<file path="config.mk">
export PLATFORM = sky130hd
export DESIGN_NAME = sar_ctrl
export DESIGN_NICKNAME = d
export VERILOG_FILES = /design/src/rtl/sar_pkg.sv /design/src/rtl/sar_wait_timer.sv /design/src/rtl/sar_bit_search.sv /design/src/rtl/sar_window_eval.sv /design/src/rtl/sar_ctrl.sv
export SDC_FILE = /design/constraint.sdc
export NUM_CORES = 1
export LEC_CHECK = 0
export ABC_AREA = 1
export ABC_CLOCK_PERIOD_IN_PS = 4250
export BUFFER_PORTS_ARGS = -buffer_cell sky130_fd_sc_hd__buf_2
export CAP_MARGIN = 30
export CORE_ASPECT_RATIO = 0.5
export CORE_MARGIN = 5
export CORE_UTILIZATION = 60
export CTS_BUF_LIST = sky130_fd_sc_hd__clkbuf_2
export CTS_CLUSTER_DIAMETER = 120
export DETAILED_ROUTE_END_ITERATION = 10
export HOLD_SLACK_MARGIN = 0.02
export PLACE_DENSITY = 0.82
export SLEW_MARGIN = 10
export SYNTH_ARGS = -nofsm -noshare
export SYNTH_HDL_FRONTEND = slang
export SYNTH_SLANG_ARGS = --single-unit
</file>
<file path="constraint.sdc">
create_clock -name clk -period 4.25 [get_ports clk]
set_input_delay 0 -clock clk [delete_from_list [all_inputs] [get_ports clk]]
set_output_delay 0 -clock clk [all_outputs]
set_load 0.05 [all_outputs]
</file>
<file path="src/rtl/sar_pkg.sv">
// Package sar_pkg
// Shared controller state encoding for the successive-approximation controller.
// Assumes: a single clock domain; no other block decodes these values.
package sar_pkg;
    typedef enum logic [3:0] {
        ST_OFF,
        ST_SETTLE,
        ST_SAMPLE,
        ST_SET,
        ST_CMP,
        ST_READY,
        ST_WLO_SET,
        ST_WLO_CMP,
        ST_WHI_SET,
        ST_WHI_CMP
    } sar_state_t;
endpackage

</file>
<file path="src/rtl/sar_wait_timer.sv">
// Module sar_wait_timer
// Down-counter used for the settling wait and the sample phase. It is loaded
// with a count and decrements to zero; expired is high while it sits at zero.
// Assumes: load and counting never happen in the same cycle as a reload race.
module sar_wait_timer #(
    parameter int CNT_W = 5
) (
    input  logic             clk,
    input  logic             rst_n,
    input  logic             load,
    input  logic [CNT_W-1:0] load_val,
    output logic             expired
);
    logic [CNT_W-1:0] cnt_q;

    // Load on request, otherwise count down toward zero and stop there.
    always_ff @(posedge clk) begin
        if (!rst_n)
            cnt_q <= '0;
        else if (load)
            cnt_q <= load_val;
        else if (cnt_q != '0)
            cnt_q <= cnt_q - 1'b1;
    end

    assign expired = (cnt_q == '0);


    no_count_up_chk: assert property (@(posedge clk) disable iff (!rst_n)
        !load |=> (cnt_q <= $past(cnt_q)));
endmodule

</file>
<file path="src/rtl/sar_bit_search.sv">
// Module sar_bit_search
// Successive-approximation register. After clear it tests the MSB. Each step
// keeps the tested bit when the comparator is low (input at or above the code)
// and moves the pointer one bit down.
// Assumes: cmp_hi is valid whenever step is high.
module sar_bit_search #(
    parameter int WIDTH = 10
) (
    input  logic             clk,
    input  logic             rst_n,
    input  logic             clear,
    input  logic             step,
    input  logic             cmp_hi,
    output logic [WIDTH-1:0] trial,
    output logic [WIDTH-1:0] resolved,
    output logic             last
);
    localparam logic [WIDTH-1:0] TOP_BIT = {1'b1, {(WIDTH-1){1'b0}}};

    logic [WIDTH-1:0] code_q;
    logic [WIDTH-1:0] mask_q;

    // Decided bits and bit pointer: reset on clear, advance on each step.
    always_ff @(posedge clk) begin
        if (!rst_n) begin
            code_q <= '0;
            mask_q <= '0;
        end else if (clear) begin
            code_q <= '0;
            mask_q <= TOP_BIT;
        end else if (step) begin
            if (!cmp_hi)
                code_q <= code_q | mask_q;
            mask_q <= mask_q >> 1;
        end
    end

    assign trial    = code_q | mask_q;
    assign resolved = cmp_hi ? code_q : trial;
    assign last     = mask_q[0];


    mask_onehot_chk: assert property (@(posedge clk) disable iff (!rst_n)
        $onehot0(mask_q));

    undecided_clear_chk: assert property (@(posedge clk) disable iff (!rst_n)
        (mask_q != '0) |-> ((code_q & (mask_q | (mask_q - 1'b1))) == '0));
endmodule

</file>
<file path="src/rtl/sar_window_eval.sv">
// Module sar_window_eval
// Records the comparator at the lower limit code, then at the upper one. On
// the second sample it publishes the fail flags and the pass flag.
// Assumes: take_lo always precedes take_hi within one limit check.
module sar_window_eval (
    input  logic clk,
    input  logic rst_n,
    input  logic take_lo,
    input  logic take_hi,
    input  logic cmp_hi,
    output logic lower_fail,
    output logic upper_fail,
    output logic win_pass
);
    logic lo_bad_q;

    // Remember whether the lower limit code already exceeded the input.
    always_ff @(posedge clk) begin
        if (!rst_n)
            lo_bad_q <= 1'b0;
        else if (take_lo)
            lo_bad_q <= cmp_hi;
    end

    // Publish the three flags together at the end of the upper check.
    always_ff @(posedge clk) begin
        if (!rst_n) begin
            lower_fail <= 1'b0;
            upper_fail <= 1'b0;
            win_pass   <= 1'b0;
        end else if (take_hi) begin
            lower_fail <= lo_bad_q;
            upper_fail <= !cmp_hi;
            win_pass   <= !lo_bad_q && cmp_hi;
        end
    end


    pass_excl_chk: assert property (@(posedge clk) disable iff (!rst_n)
        win_pass |-> (!lower_fail && !upper_fail));

    flags_hold_chk: assert property (@(posedge clk) disable iff (!rst_n)
        !take_hi |=> ($stable(lower_fail) && $stable(upper_fail) && $stable(win_pass)));
endmodule

</file>
<file path="src/rtl/sar_ctrl.sv">
// Module sar_ctrl
// Top-level sequencer for the successive-approximation converter. Handles the
// settling wait and the dummy conversion after enable, the sample phase,
// binary-search conversions and two-step limit checks.
// Assumes: cmp_in is high when dac_code exceeds the analog input, and the
// external comparator settles within one clock of a code change.
module sar_ctrl
    import sar_pkg::*;
#(
    parameter int WIDTH         = 10,
    parameter int SETTLE_CYCLES = 25,
    parameter int SAMPLE_CYCLES = 2
) (
    input  logic             clk,
    input  logic             rst_n,
    input  logic             enable,
    input  logic             start,
    input  logic             mode,
    input  logic [WIDTH-1:0] lo_code,
    input  logic [WIDTH-1:0] hi_code,
    input  logic             cmp_in,
    output logic [WIDTH-1:0] dac_code,
    output logic             hold,
    output logic             ready,
    output logic             done,
    output logic [WIDTH-1:0] result,
    output logic             lower_fail,
    output logic             upper_fail,
    output logic             win_pass
);
    localparam logic [WIDTH-1:0] MID = {1'b1, {(WIDTH-1){1'b0}}};
    localparam int TMAX  = (SETTLE_CYCLES > SAMPLE_CYCLES) ? SETTLE_CYCLES : SAMPLE_CYCLES;
    localparam int CNT_W = $clog2(TMAX + 1) < 1 ? 1 : $clog2(TMAX + 1);
    localparam logic [CNT_W-1:0] SETTLE_VAL = CNT_W'(SETTLE_CYCLES);
    localparam logic [CNT_W-1:0] SAMPLE_VAL = CNT_W'(SAMPLE_CYCLES);

    sar_state_t       state_q, state_d;
    logic             dummy_q, mode_q, done_q;
    logic [WIDTH-1:0] lo_q, hi_q, result_q;

    logic             tmr_load, tmr_expired;
    logic [CNT_W-1:0] tmr_val;
    logic             srch_clear, srch_step, srch_last;
    logic [WIDTH-1:0] srch_trial, srch_resolved;
    logic             take_lo, take_hi, fin_conv;

    sar_wait_timer #(.CNT_W(CNT_W)) u_timer (
        .clk      (clk),
        .rst_n    (rst_n),
        .load     (tmr_load),
        .load_val (tmr_val),
        .expired  (tmr_expired)
    );

    sar_bit_search #(.WIDTH(WIDTH)) u_search (
        .clk      (clk),
        .rst_n    (rst_n),
        .clear    (srch_clear),
        .step     (srch_step),
        .cmp_hi   (cmp_in),
        .trial    (srch_trial),
        .resolved (srch_resolved),
        .last     (srch_last)
    );

    sar_window_eval u_window (
        .clk        (clk),
        .rst_n      (rst_n),
        .take_lo    (take_lo),
        .take_hi    (take_hi),
        .cmp_hi     (cmp_in),
        .lower_fail (lower_fail),
        .upper_fail (upper_fail),
        .win_pass   (win_pass)
    );

    // Next-state and per-cycle strobes for the sequencer.
    always_comb begin
        state_d    = state_q;
        tmr_load   = 1'b0;
        tmr_val    = SAMPLE_VAL;
        srch_clear = 1'b0;
        srch_step  = 1'b0;
        take_lo    = 1'b0;
        take_hi    = 1'b0;
        fin_conv   = 1'b0;
        if (!enable) begin
            state_d = ST_OFF;
        end else begin
            unique case (state_q)
                ST_OFF: begin
                    state_d  = ST_SETTLE;
                    tmr_load = 1'b1;
                    tmr_val  = SETTLE_VAL;
                end
                ST_SETTLE: if (tmr_expired) begin
                    state_d  = ST_SAMPLE;
                    tmr_load = 1'b1;
                end
                ST_SAMPLE: if (tmr_expired) begin
                    if (dummy_q || !mode_q) begin
                        state_d    = ST_SET;
                        srch_clear = 1'b1;
                    end else begin
                        state_d = ST_WLO_SET;
                    end
                end
                ST_SET: state_d = ST_CMP;
                ST_CMP: begin
                    srch_step = 1'b1;
                    if (srch_last) begin
                        state_d  = ST_READY;
                        fin_conv = 1'b1;
                    end else begin
                        state_d = ST_SET;
                    end
                end
                ST_READY: if (start) begin
                    state_d  = ST_SAMPLE;
                    tmr_load = 1'b1;
                end
                ST_WLO_SET: state_d = ST_WLO_CMP;
                ST_WLO_CMP: begin
                    take_lo = 1'b1;
                    state_d = ST_WHI_SET;
                end
                ST_WHI_SET: state_d = ST_WHI_CMP;
                ST_WHI_CMP: begin
                    take_hi = 1'b1;
                    state_d = ST_READY;
                end
                default: state_d = ST_OFF;
            endcase
        end
    end

    // State register, dummy marker and delivery strobe.
    always_ff @(posedge clk) begin
        if (!rst_n) begin
            state_q <= ST_OFF;
            dummy_q <= 1'b0;
            done_q  <= 1'b0;
        end else begin
            state_q <= state_d;
            done_q  <= (fin_conv && !dummy_q) || take_hi;
            if (state_q == ST_OFF && state_d == ST_SETTLE)
                dummy_q <= 1'b1;
            else if (fin_conv)
                dummy_q <= 1'b0;
        end
    end

    // Capture the operation request when a start is accepted.
    always_ff @(posedge clk) begin
        if (!rst_n) begin
            mode_q <= 1'b0;
            lo_q   <= '0;
            hi_q   <= '0;
        end else if (enable && state_q == ST_READY && start) begin
            mode_q <= mode;
            lo_q   <= lo_code;
            hi_q   <= hi_code;
        end
    end

    // Deliver a conversion result unless it is the discarded dummy.
    always_ff @(posedge clk) begin
        if (!rst_n)
            result_q <= '0;
        else if (fin_conv && !dummy_q)
            result_q <= srch_resolved;
    end

    // Hold is high only during comparison steps; DAC is at midpoint otherwise.
    always_comb begin
        hold     = 1'b1;
        dac_code = MID;
        unique case (state_q)
            ST_SET, ST_CMP:         dac_code = srch_trial;
            ST_WLO_SET, ST_WLO_CMP: dac_code = lo_q;
            ST_WHI_SET, ST_WHI_CMP: dac_code = hi_q;
            default:                hold     = 1'b0;
        endcase
    end

    assign ready  = (state_q == ST_READY);
    assign done   = done_q;
    assign result = result_q;


    hold_mid_chk: assert property (@(posedge clk) disable iff (!rst_n)
        !hold |-> (dac_code == MID));

    done_pulse_chk: assert property (@(posedge clk) disable iff (!rst_n)
        done |=> !done);

    dummy_quiet_chk: assert property (@(posedge clk) disable iff (!rst_n)
        dummy_q |-> !done);

    start_ignored_chk: assert property (@(posedge clk) disable iff (!rst_n)
        (state_q != ST_READY) |=> $stable(mode_q));

    cmp_settle_chk: assert property (@(posedge clk) disable iff (!rst_n)
        (state_q == ST_CMP || state_q == ST_WLO_CMP || state_q == ST_WHI_CMP) |-> $stable(dac_code));

    disable_off_chk: assert property (@(posedge clk) disable iff (!rst_n)
        !enable |=> (!hold && !ready));
endmodule

</file>
==> results.yml, run 1 <==
run_status:
  status: "finished clean"
min_path:
  holdPathEnd: "u_window.upper_fail"
  hp-start: "cmp_in"
  holdPathStages: 3
  hold_path_class: "input port to flop"
synth:
  synth.top_cell.area_share_pct: 45.1
  yosys.area.top_type: "dfxtp_1"
  synth_edf_count: 0
  async_flop_share_pct: 0
  ys_top_cells_by_area: "dfxtp_1 45%, nor2_1 12%, o21ai_0 7.7%, nand3_1 6.7%, nand2_1 6.7%"
  ys_ff_latch: 66
  synth_area_um2: 2930
  synth_area_per_cell_um2: 7.27
  synth_cell_types: 30
  seq_area_frac_synth_pct: 45.1
  synthFlopType: "dfxtp_1"
  yosys_warnings: 0
  synth_most_common_cell: "nor2_1"
  syn_nets: 431
  synthTopCellsByCount: "92 x nor2_1, 66 x dfxtp_1, 52 x nand2_1"
  syn_inst: 403
cts:
  cts_resized: 0
  clk_pin_slew_ns: 0.20
  clock_sinks: 66
  cts_tree: "built"
  cts_made_buffers: 9
  htree_levels: 3
  root_buffer: "clkbuf_2"
  insertion_delay_ns: 0.52
  clk_path_buf_depth: 2
cells_and_area:
  syn_to_final_growth_pct: 23.0
  drive_gt1_share_pct: 16.5
  nNetsFinal: 508
  diodes: 0
  multi_input_area_um2: 1400
  seq_area_um2: 1320
  post-route-util_pct: 74.7
  fillers: 403
worst_setup_path:
  cp_cell_sequence: "nor2_4 -> nand3_1 -> nor2_2 -> inv_1 -> nor2_1 -> nor2_1 -> dlygate4sd3_1"
  cp-end-kind: "flop"
  crit_path_max_fanout: 22
  reg2reg_setup_slack_ns: 0.96
  r2r_start: "state_q[3]"
  criticalPathCategory: "flop to flop"
  critPathRequiredTime_ns: 4.69
  reg2reg_depth: 7
  crit_start: "state_q[3]"
  crit_family: "simple AND/OR/NAND/NOR gates"
  arrival_ns: 3.73
  regToRegEndpoint: "lo_q[5]"
  cp_slowest_cell: "nor2_2"
  cpMostUsedCell: "nor2_1"
  cp-start-kind: "flop"
  critPathBufInv: 2
  slowest_delay_ns: 0.59
floorplanning:
  initial_utilization_pct: 60.8
  core_area_um2: 4820
  row_count: 18
  io_pins: 52
  die_x_um: 109
  die_area_um2: 6460
  dieHeight_um: 59.4
drt:
  viasPerCell: 5.46
  wl_met1_um: 3400
  drt-wirelength-per-cell_um: 14.4
  drc: 0
  highest_layer: "met4"
  wl_um: 7980
  drtIter0Drc: 255
  ant_nets: 0
  dr.pass1.iters: 5
  wl_met2_um: 3790
  vias: 3028
  dr_wl_met3_um: 567
grt:
  grt_pass1_vias: 2988
  grt_pass1_wl_um: 13400
  grt_antenna_before_repair: 0
  grt_use_total_pct: 27.0
  grt_max_degree: 38
  gr-total-overflow: 0
place:
  place.detailed.hpwl_um: 5100
  portBuffers: 51
  gp_congestion: 0.875
power:
  power_leakage_nw: 1.69
  power_w: 0.00113
  pwr_density_cell_nw_per_um2: 313
  worst_ir_drop_vdd_uv: 200
timing:
  finalSetupViolations: 0
  maxSlewHeadroom_pct: 32.9
  finalCritPeriodShare_pct: 77.4
  worstMarginPinSlew_ns: 0.997
  period_minus_slack_ns: 3.29
  slew_violations: 0
  clock_skew_ns: 0.0153
  rsz0062_at_grt: "no"
  tns_ns: 0
  fmax_mhz: 304
  finalHoldViolCount: 0
flow_run:
  max_cap_violations: 0
## stage by stage
| stage | worst slack, ns | instances | area, um2 | hold WS (ns) |
|---|---|---|---|---|
| floorplan | 2.43 | 403 | 2930 | 0.0896 |
| global placement | 1.69 | 504 | 3160 | 0.194 |
| detailed placement | 1.61 | 504 | 3160 | 0.213 |
| CTS | 1.09 | 555 | 3600 | 0.190 |
| global route | 0.744 | 555 | 3600 | 0.160 |
| finish | 0.961 | 555 | 3600 | 0.202 |
## metal layers
metal | track usage [%] | up-vias
li1 | - | 1473
met1 | 31.2 | 1391
met2 | 46.1 | 129
met3 | 10.0 | 35
met4 | 10.8 | 0
met5 | 0 | -
## logic make-up after synthesis
logic type               count (synthesis)  synth area share [%]
AND/OR/NAND/NOR                        193                  28.5
AO/OA/AOI/OAI                           92                  17.4
flip-flops                              66                  45.1
buffers and inverters                   47                  7.26
XOR/XNOR                                 3                 0.897
adder cells (fa/ha/maj)                  2                 0.854
## final cells by class
type	count	share of cell area, %
clock inverter	7	1.29
multi-input combinational	290	38.7
clock buffer	9	1.25
inverter	27	2.81
tap	70	2.43
sequential	66	36.7
timing repair buffer	86	16.8
## worst max path at each step
stage | slack, ns | cells after the start | to
floorplan | 2.43 | 6 | dac_code[9]
global placement | 1.69 | 6 | mode_q
detailed placement | 1.61 | 6 | mode_q
CTS | 1.09 | 7 | lo_q[5]
global route | 0.74 | 7 | lo_q[5]
finish | 0.96 | 7 | lo_q[5]
## flip-flops by register name, summed over array words and instances, names as in the netlist
name and count:
u_timer.cnt_q 5, lo_q 10, u_window.win_pass 1, u_search.mask_q 10, dummy_q 1, state_q 4, u_window.lower_fail 1, done 1
u_window.upper_fail 1, hi_q 10, mode_q 1, u_window.lo_bad_q 1, u_search.code_q 10, result 10
## tightest hold or removal path: cells and delay by family
| kind | cells | cell delay (ns) |
|---|---|---|
| compound gates | 1 | 0.06 |
| buf+inv | 2 | 0.64 |
## report_power, final
| part | switching (W) | leakage, nW | internal, W |
|---|---|---|---|
| clock network | 0.000243 | 0.0553 | 0.0000743 |
| registers | 0.00000835 | 0.533 | 0.000635 |
| logic | 0.0000973 | 1.10 | 0.0000685 |
## layout by cell type, fill, tap and decap left out, drive strengths merged, types with 2 or more instances in the layout
cell type     n
o211ai        2
clkbuf        9
nor2         97
clkinvlp      2
nand3b        2
inv          25
a21o         10
dfxtp        66
nand4         2
xor2          3
buf          51
nand3        39
a21oi        22
dlygate4sd3  35
o21ai        55
ha            2
clkinv        7
nand2        53
## what timing repair did
item                                    CTS  global route
endpoints found under the setup margin    0             0
setup buffers                             0             0
endpoints found under the hold margin    36             0
hold buffers                             35             0
Power figures use the tool's default switching activity.
==> run 2: changes to the inputs <==
Settings changed: ABC_CLOCK_PERIOD_IN_PS 4250 to 3400, CORE_UTILIZATION 60 to 57, PLACE_DENSITY 0.82 to 0.78.
Clock period 4.25 ns to 3.4 ns, I/O delays scaled along.
==> results.yml, run 2 (synthesis results as in run 1) <==
power:
  netSwitchingFraction_pct: 27.0
  power_w: 0.00154
  switching_power_w: 0.000415
  pwr_density_cell_nw_per_um2: 421
  worst_ir_drop_vdd_uv: 293
  pwr-share-clk_pct: 34.3
  seqPwrFrac_pct: 52.3
  p_comb_share_pct: 13.3
  power_leakage_nw: 1.72
  intPower_w: 0.00112
timing:
  rsz0062_at_grt: "no"
  period_minus_slack_ns: 2.83
  finalHoldViolCount: 0
  finalCritPeriodShare_pct: 83.2
  slew_violations: 0
  finalSetupViolations: 0
  fmax_mhz: 354
  tns_ns: 0
  hold_ws_ns: 0.197
  worstMarginPinSlew_ns: 0.792
  layout_setup_ws_ns: 0.572
  maxSlewHeadroom_pct: 47.1
  clock_skew_ns: 0.0186
cells_and_area:
  postLayoutCellArea_um2: 3650
  final_common_cell: "nor2_1"
  syn_to_final_growth_pct: 24.5
  diodes: 0
  final_cell_mix: "92 x nor2_1, 66 x dfxtp_1, 52 x nand2_1"
  nNetsFinal: 509
  drive_gt1_share_pct: 16.7
worst_setup_path:
  critPathRequiredTime_ns: 3.83
  cp-start-kind: "flop"
  criticalPathCategory: "flop to flop"
  r2r_start: "state_q[3]"
  endpoint: "lo_q[7]"
  crit_start: "state_q[3]"
  cp-end-kind: "flop"
  reg2reg_depth: 8
  reg2reg_setup_slack_ns: 0.57
  cp_cell_sequence: "nor2_4 -> nand3_1 -> nor2_2 -> buf_4 -> inv_1 -> nor2_1 -> nor2_1 -> dlygate4sd3_1"
  cpMostUsedCell: "nor2_1"
  crit_path_max_fanout: 22
  arrival_ns: 3.25
  slowest_delay_ns: 0.56
  regToRegEndpoint: "lo_q[7]"
  cp_slowest_cell: "dlygate4sd3_1"
drt:
  drc: 0
  ant_nets: 0
  drtIter0Drc: 121
  viasPerCell: 5.29
  drt-wirelength-per-cell_um: 13.5
  wl_um: 7510
  vias: 2941
  dr.pass1.iters: 5
cts:
  cts_tree: "built"
  clk_path_buf_depth: 2
  clk_pin_slew_ns: 0.19
  cts_resized: 0
  clock_sinks: 66
  cts_made_buffers: 9
  root_buffer: "clkbuf_2"
  insertion_delay_ns: 0.51
  htree_levels: 3
grt:
  met3_usage_pct: 8.57
  grt_pass1_vias: 2822
  met1_usage_pct: 27.8
  grt_pass1_wl_um: 12600
  grtUsageMet2_pct: 40.9
  grt_antenna_before_repair: 0
  grt-busiest-layer: "met2"
  grt_max_degree: 38
  grt_use_total_pct: 23.5
  gr-total-overflow: 0
floorplanning:
  io_pins: 52
  die_area_um2: 6760
  core_area_um2: 4950
  dieHeight_um: 60.7
  die_x_um: 111
  row_count: 18
  initial_utilization_pct: 59.1
flow_run:
  max_cap_violations: 0
place:
  portBuffers: 51
  dpl_worst_slack_ns: 1.16
  place.detailed.hpwl_um: 4960
  placed_area_um2: 3180
  gp_congestion: 0.871
run_status:
  status: "finished clean"
min_path:
  hold_path_class: "input port to flop"
==> run 2: final cells by class <==
class / instances / area [um2]
multi-input combinational: 290 / 1400
sequential: 66 / 1320
fill: 391 / 1310
timing repair buffer: 87 / 611
inverter: 27 / 101
tap: 70 / 87.6
clock inverter: 6 / 81.3
clock buffer: 10 / 50.0
==> run 2: power groups by stage <==
stage,logic (W),registers [W],clock network (W)
after floorplan,0.000144,0.000815,0
after global placement,0.000175,0.000819,0
after detailed placement,0.000180,0.000820,0
after CTS,0.000203,0.000803,0.000533
after global routing,0.000230,0.000806,0.000566
final,0.000205,0.000804,0.000527
==> run 2: what timing repair did <==
action,CTS,global route
endpoints found under the hold margin,42,0
hold buffers,34,0
setup buffers,0,0
==> run 2: worst min path at each step <==
stage,start,to,slack [ns],cells after the start
6_report,cmp_in,u_window.upper_fail,0.20,3
5_1_grt,cmp_in,u_window.upper_fail,0.18,3
2_1_floorplan,cmp_in,u_window.upper_fail,0.09,1
3_5_place_dp,cmp_in,u_window.upper_fail,0.21,2
3_3_place_gp,cmp_in,u_window.upper_fail,0.19,2
4_1_cts,cmp_in,u_window.upper_fail,0.17,3
==> run 2: metrics by stage <==
stage | utilization (%) | std cells
2_1_floorplan | - | 403
3_3_place_gp | 64.1 | 506
3_5_place_dp | 64.1 | 506
4_1_cts | 73.6 | 556
5_1_grt | 73.6 | 556
6_report | 73.6 | 556
==> run 2: per-layer routing <==
layer  wire (um)  vias up
met3         612       20
li1            -     1478
met2        3480      116
met5           0        -
met1        3250     1327
met4         163        0
==> run 2: critical path: cells and delay by family (launching register included) <==
kind	cells	cell delay [ns]
buffers and inverters	3	1.13
and+or+nand+nor	5	1.06
DFF	1	0.54
